--- src/rtl/tp_pkg.sv ---
package tp_pkg;

    // Selector training: move only when exactly one component was right.
    function automatic logic sel_move(input logic outcome, input logic p_loc, input logic p_glb);
        return (p_loc == outcome) != (p_glb == outcome);
    endfunction

    // Direction of the move: toward the path component when it was the right one.
    function automatic logic sel_toward_global(input logic outcome, input logic p_glb);
        return p_glb == outcome;
    endfunction

endpackage

--- src/rtl/tp_sat_table.sv ---
module tp_sat_table #(
    parameter int IDX_W = 4,
    parameter int CW    = 2,
    parameter logic [CW-1:0] INIT = '0
) (
    input  logic             clk,
    input  logic             rst_n,
    input  logic [IDX_W-1:0] rd_idx,
    output logic [CW-1:0]    rd_ctr,
    input  logic             upd_en,
    input  logic [IDX_W-1:0] upd_idx,
    input  logic             upd_up
);
    localparam int DEPTH = 1 << IDX_W;
    localparam logic [CW-1:0] CMAX = '1;

    logic [CW-1:0] ctr_q [DEPTH];
    logic [CW-1:0] cur;

    assign rd_ctr = ctr_q[rd_idx];
    assign cur    = ctr_q[upd_idx];

    always_ff @(posedge clk or negedge rst_n) begin
        if (!rst_n) begin
            for (int i = 0; i < DEPTH; i++) ctr_q[i] <= INIT;
        end else if (upd_en) begin
            if (upd_up && cur != CMAX)
                ctr_q[upd_idx] <= cur + 1'b1;
            else if (!upd_up && cur != '0)
                ctr_q[upd_idx] <= cur - 1'b1;
        end
    end
endmodule

--- src/rtl/tp_hist_table.sv ---
module tp_hist_table #(
    parameter int IDX_W = 4,
    parameter int HW    = 4
) (
    input  logic             clk,
    input  logic             rst_n,
    input  logic [IDX_W-1:0] rd_idx,
    output logic [HW-1:0]    rd_hist,
    input  logic             upd_en,
    input  logic [IDX_W-1:0] upd_idx,
    input  logic             upd_bit,
    output logic [HW-1:0]    upd_hist
);
    localparam int DEPTH = 1 << IDX_W;

    logic [HW-1:0] hist_q [DEPTH];

    assign rd_hist  = hist_q[rd_idx];
    assign upd_hist = hist_q[upd_idx];

    always_ff @(posedge clk or negedge rst_n) begin
        if (!rst_n) begin
            for (int i = 0; i < DEPTH; i++) hist_q[i] <= '0;
        end else if (upd_en) begin
            hist_q[upd_idx] <= {upd_hist[HW-2:0], upd_bit};
        end
    end
endmodule

--- src/rtl/tourn_pred.sv ---
module tourn_pred #(
    parameter int PC_W      = 32,
    parameter int PC_LSB    = 2,
    parameter int LHT_IDX_W = 4,
    parameter int LHIST_W   = 4,
    parameter int GHIST_W   = 5,
    parameter int LCTR_W    = 3,
    parameter int GCTR_W    = 2
) (
    input  logic            clk,
    input  logic            rst_n,
    input  logic [PC_W-1:0] pred_pc,
    output logic            pred_taken,
    output logic            pred_local,
    output logic            pred_global,
    output logic            pred_choice,
    input  logic            res_valid,
    input  logic [PC_W-1:0] res_pc,
    input  logic            res_taken,
    input  logic            res_local,
    input  logic            res_global
);
    import tp_pkg::*;

    localparam logic [LCTR_W-1:0] L_INIT = {1'b0, {(LCTR_W-1){1'b1}}};
    localparam logic [GCTR_W-1:0] G_INIT = {1'b0, {(GCTR_W-1){1'b1}}};

    logic [LHT_IDX_W-1:0] p_idx, r_idx;
    logic [LHIST_W-1:0]   p_lhist, r_lhist;
    logic [GHIST_W-1:0]   ghist_q;
    logic [LCTR_W-1:0]    l_ctr;
    logic [GCTR_W-1:0]    g_ctr, c_ctr;
    logic                 sel_en, sel_up;
    logic                 unused_pc_bits;

    assign p_idx = pred_pc[PC_LSB +: LHT_IDX_W];
    assign r_idx = res_pc[PC_LSB +: LHT_IDX_W];
    assign unused_pc_bits = ^{pred_pc, res_pc};

    tp_hist_table #(.IDX_W(LHT_IDX_W), .HW(LHIST_W)) u_lht (
        .clk(clk), .rst_n(rst_n),
        .rd_idx(p_idx), .rd_hist(p_lhist),
        .upd_en(res_valid), .upd_idx(r_idx), .upd_bit(res_taken), .upd_hist(r_lhist)
    );

    tp_sat_table #(.IDX_W(LHIST_W), .CW(LCTR_W), .INIT(L_INIT)) u_lctr (
        .clk(clk), .rst_n(rst_n),
        .rd_idx(p_lhist), .rd_ctr(l_ctr),
        .upd_en(res_valid), .upd_idx(r_lhist), .upd_up(res_taken)
    );

    tp_sat_table #(.IDX_W(GHIST_W), .CW(GCTR_W), .INIT(G_INIT)) u_gctr (
        .clk(clk), .rst_n(rst_n),
        .rd_idx(ghist_q), .rd_ctr(g_ctr),
        .upd_en(res_valid), .upd_idx(ghist_q), .upd_up(res_taken)
    );

    assign sel_en = res_valid && sel_move(res_taken, res_local, res_global);
    assign sel_up = sel_toward_global(res_taken, res_global);

    tp_sat_table #(.IDX_W(GHIST_W), .CW(GCTR_W), .INIT(G_INIT)) u_choice (
        .clk(clk), .rst_n(rst_n),
        .rd_idx(ghist_q), .rd_ctr(c_ctr),
        .upd_en(sel_en), .upd_idx(ghist_q), .upd_up(sel_up)
    );

    always_ff @(posedge clk or negedge rst_n) begin
        if (!rst_n)
            ghist_q <= '0;
        else if (res_valid)
            ghist_q <= {ghist_q[GHIST_W-2:0], res_taken};
    end

    always_comb begin
        pred_local  = l_ctr[LCTR_W-1];
        pred_global = g_ctr[GCTR_W-1];
        pred_choice = c_ctr[GCTR_W-1];
        pred_taken  = pred_choice ? pred_global : pred_local;
    end
endmodule

--- config.mk ---
export PLATFORM = sky130hd
export DESIGN_NAME = tourn_pred
export DESIGN_NICKNAME = d
export VERILOG_FILES = /design/src/rtl/tp_pkg.sv /design/src/rtl/tp_sat_table.sv /design/src/rtl/tp_hist_table.sv /design/src/rtl/tourn_pred.sv
export SDC_FILE = /design/constraint.sdc
export NUM_CORES = 1
export LEC_CHECK = 0
export ABC_AREA = 1
export BUFFER_PORTS_ARGS = -buffer_cell sky130_fd_sc_hd__clkbuf_2
export CORE_AREA = 2 2 162 164
export DETAILED_ROUTE_END_ITERATION = 6
export DIE_AREA = 0 0 164 166
export PLACE_DENSITY_LB_ADDON = 0.05
export SLEW_MARGIN = 20
export SYNTH_ARGS = -nofsm -noshare
export SYNTH_HDL_FRONTEND = slang
export SYNTH_SLANG_ARGS = --single-unit
--- constraint.sdc ---
create_clock -name clk -period 3.2 [get_ports clk]
set_input_delay 0.16 -clock clk [delete_from_list [all_inputs] [get_ports clk]]
set_output_delay 0.16 -clock clk [all_outputs]
set_load 0.01 [all_outputs]
==> implementation parameters <==
Parameter                              Value

Outcome
  Run status ... finished, violations left
  Failing checks ... setup timing

Route
  Detailed router's first-iteration violation count ... 1026
  Number of search-and-repair iterations in the first detailed-routing pass ... 5
  Routed wire length per instance ... 18.03 µm
  Drt total wl ... 38.18 mm
  Vias per std cell ... 5.407
  Number of routed nets with antenna violations ... 0
  Number of DRC violations after detailed routing ... 0
  Via count ... 11447

Final layout
  Final #Nets ... 1837
  Area growth, synth to finish ... 27.84%
  Area of all placed cells without fillers ... 0.01611 mm²
  Number of filler cells placed in the layout ... 2216
  Layout Cells excl Fill ... 2117
  Total inserted antenna cells ... 0
  Final core occ ... 62.88%
  Layout cells sized above 1 ... 28.90%

Critical path
  Critical R2R Launch ... u_lht.hist_q[16]
  Delay of the slowest cell on the worst path ... 0.37 ns
  Worst R2R Setup Slack ... -0.03 ns
  WP buf/inv ... 8
  Startpoint class of the critical path ... flop
  Required time of the worst setup path ... 3.67 ns
  Top cell family by delay on the critical path ... simple AND/OR/NAND/NOR gates
  Worst Path Class, Setup ... flop to flop
  Worst Setup SP ... u_lht.hist_q[16]
  CP Capture Type ... flop
  Crit path max-delay cell type ... dfrtp_1
  Top cell by count, worst path ... nand2_1
  CP arrival ... 3.71 ns
  Largest driver fanout on the critical path ... 4
  Critical path depth in cells ... 28
  Worst-case reg-to-reg path depth ... 28

Yosys
  Synth warnings ... 0
  Share of synthesized cell area in and, or, nand and nor gates ... 24.82%
  Flops & latches, synth ... 245
  Largest area contributor in the synthesized netlist ... dfrtp_1
  Summed instance area of the synthesized netlist ... 0.01260 mm²
  Combinational family with the most area after synthesis ... simple AND/OR/NAND/NOR gates
  Area fraction in compound gates after synthesis ... 17.65%
  Sequential-to-total area share from yosys stat ... 49.61%
  Synth Instances ... 1634
  Area share of xor/xnor cells in the synthesized design ... 0.2085%
  Adder-cell area share of the yosys netlist ... 0.6951%
  Multiplexer share of the synthesized area ... 0%
  Main area contributors after synthesis ... dfrtp_1 (30%), dfstp_2 (20%), nand2_1 (16%), o21ai_0 (9.2%), inv_1 (4.2%)
  Distinct cell type count after synthesis ... 38
  Post-Synthesis Mean Instance Area ... 7.711 µm²
  Fraction of post-synthesis cell area in the top cell type by area ... 29.59%
  Number of nets in the synthesized netlist ... 1711

Floorplan
  Die X ... 164 µm
  Die Height ... 166 µm
  Number of ports placed on the die boundary ... 74
  Initial core utilization ... 49.19%
  Core Area ... 0.02562 mm²
  Die area ... 0.02722 mm²
  Core Rows ... 59

Timing
  Fmax ... 0.3092 GHz
  Number of pins exceeding their max-slew limit in the final report ... 0
  Worst-case clock skew ... 0.01426 ns
  Sum Neg Setup Slack ... -0.08097 ns
  Worst relative slew slack ... 44.92%
  Final setup viols ... 5
  Number of failing hold endpoints at the final stage ... 0
  Final worst setup slack ... -0.03403 ns
  Shortest clock period the worst path allows after layout ... 3.234 ns
  RSZ-0062 raised after global routing ... yes
  Period Utilization, post-route ... 101.1%
  Transition at the pin with the smallest max-transition slack ... 0.8261 ns

Global routing
  Global-route congestion overflow total ... 0
  Via count of the first global-routing pass ... 10736
  Global router's overall resource usage ... 26.89%
  Number of antenna violations at the first check in global routing ... 0
  Largest net degree at the start of global routing ... 101
  Wire length of the first global-routing pass ... 58.13 mm

CTS
  Clock sinks ... 245
  CTS tree ... built
  Clock root buffer ... clkbuf_16
  TritonCTS Buffers ... 28
  Largest buffer count on any clock path ... 3
  Source-to-sink clock delay at the later pin of the worst-skew pair ... 0.55 ns
  Worst-path clk slew ... 0.06 ns
  Count of H-tree levels built during CTS ... 1

Flow run
  Maxcap violations ... 0

Place
  Post-Place Cell Area ... 0.01376 mm²
  Weighted congestion reported at the end of routability-driven placement ... 0.8585
  Number of buffer cells added on primary ports ... 17
  Count of placed standard cells including taps ... 2024
  DP HPWL ... 24.09 mm
  Worst Setup Slack post-DPL ... -0.3949 ns

Power
  Pwr per Cell Area ... 851.5 mW/mm²
  Worst vdd rail ir drop ... 535.2 µV
  Leakage ... 7.190 nW

Hold path
  Worst min-delay path startpoint ... res_valid
  Worst min-delay path class ... primary input to flop
==> kinds of logic (layout without fill, tap and decap cells) <==
kind of cell / count (synthesis) / in the layout
simple gates: 755 / 755
fa+ha+maj: 7 / 7
buf+inv: 218 / 366
flops: 245 / 245
xor+xnor: 3 / 3
compound gates: 406 / 406
==> worst min-delay path: stages <==
cell and delay, ns:
clkbuf_2 0.26, nand2_1 0.13, o21ai_0 0.07
==> cells in the final DEF, fill, tap and decap left out, types with 4 or more instances in the layout <==
| cell type | Yosys | layout |
|---|---|---|
| dfstp_2 | 96 | 96 |
| o21ai_2 | 0 | 12 |
| o21ai_0 | 232 | 161 |
| buf_6 | 5 | 20 |
| a22oi_2 | 0 | 10 |
| buf_12 | 0 | 19 |
| nand2_4 | 2 | 9 |
| buf_4 | 3 | 91 |
| clkbuf_16 | 0 | 35 |
| clkbuf_2 | 1 | 16 |
| nor2_2 | 15 | 14 |
| o22ai_1 | 35 | 33 |
| nand3_2 | 1 | 11 |
| bufinv_16 | 0 | 10 |
| dfrtp_1 | 149 | 147 |
| clkinv_2 | 0 | 6 |
| ha_1 | 7 | 5 |
| nor2_1 | 124 | 107 |
| nand2_1 | 525 | 447 |
| nand4_1 | 8 | 8 |
| inv_2 | 16 | 26 |
| a21oi_1 | 71 | 70 |
| clkinvlp_4 | 0 | 4 |
| a22oi_1 | 32 | 22 |
| nand3_1 | 49 | 38 |
| o21ai_1 | 10 | 69 |
| nand2_2 | 10 | 79 |
| nor2_4 | 4 | 22 |
| o211ai_1 | 23 | 23 |
| nor4_4 | 2 | 4 |
| inv_1 | 140 | 127 |
==> repair_timing <==
item,CTS,global route
hold endpoints to repair,71,0
endpoints found under the setup margin,46,178
hold buffers,1,0
pin swaps,8,64
resized for setup,36,251
buffers inserted,7,25
cloned,2,7
==> Yosys cell counts (all sizes together) <==
library cell	instances
inv	156
xnor2	2
o211ai	23
clkinv	2
or2	8
dfstp	96
xor2	1
dfrtp	149
buf	24
nor3	3
o21a	1
nor2	144
a21oi	71
o21ai	242
nand4	9
o2111ai	2
ha	7
clkbuf	36
nand3	50
nor4	4
o22ai	35
nand2	537
a22oi	32
==> metal layers <==
layer | global-route usage (%) | wire length [µm]
met2 | 43.92 | 18150
met4 | 9.420 | 1700
met1 | 37.27 | 16680
met5 | 0 | 0
met3 | 2.847 | 1651
==> stage by stage <==
stage	power [mW]	hold slack, ns
after floorplan	7.338	-0.1356
after global placement	8.979	0.2566
after detailed placement	9.039	0.2702
after CTS	13.05	0.09712
after global routing	14.50	0.1329
final	13.72	0.1129
==> cell type report <==
cell class,instances,area (µm²),share of cell area [%]
clock buffers,30,729.5,4.529
clock inverters,22,379.1,2.354
multi-input cells,1171,6123,38.01
inverters,158,604.3,3.752
flip-flops and latches,245,6254,38.82
well taps,335,419.2,2.602
repair buffers,156,1599,9.927
==> where the power goes <==
part	total (mW)	leakage [nW]	switching [mW]	internal [mW]
Sequential	5.08	2.89	0.653	4.43
Combinational	4.80	3.76	2.87	1.92
Clock	3.84	0.537	1.37	2.46
==> how the worst min path moves through the flow <==
stage,end,cells past startpoint,slack [ns]
2_1_floorplan,ghist_q[0],0,-0.14
3_3_place_gp,u_lht.hist_q[9],1,0.26
3_5_place_dp,u_lht.hist_q[13],1,0.27
4_1_cts,ghist_q[1],3,0.1
5_1_grt,u_lht.hist_q[16],3,0.13
6_report,ghist_q[1],3,0.11
No activity file was read; power rests on OpenSTA's default activity.
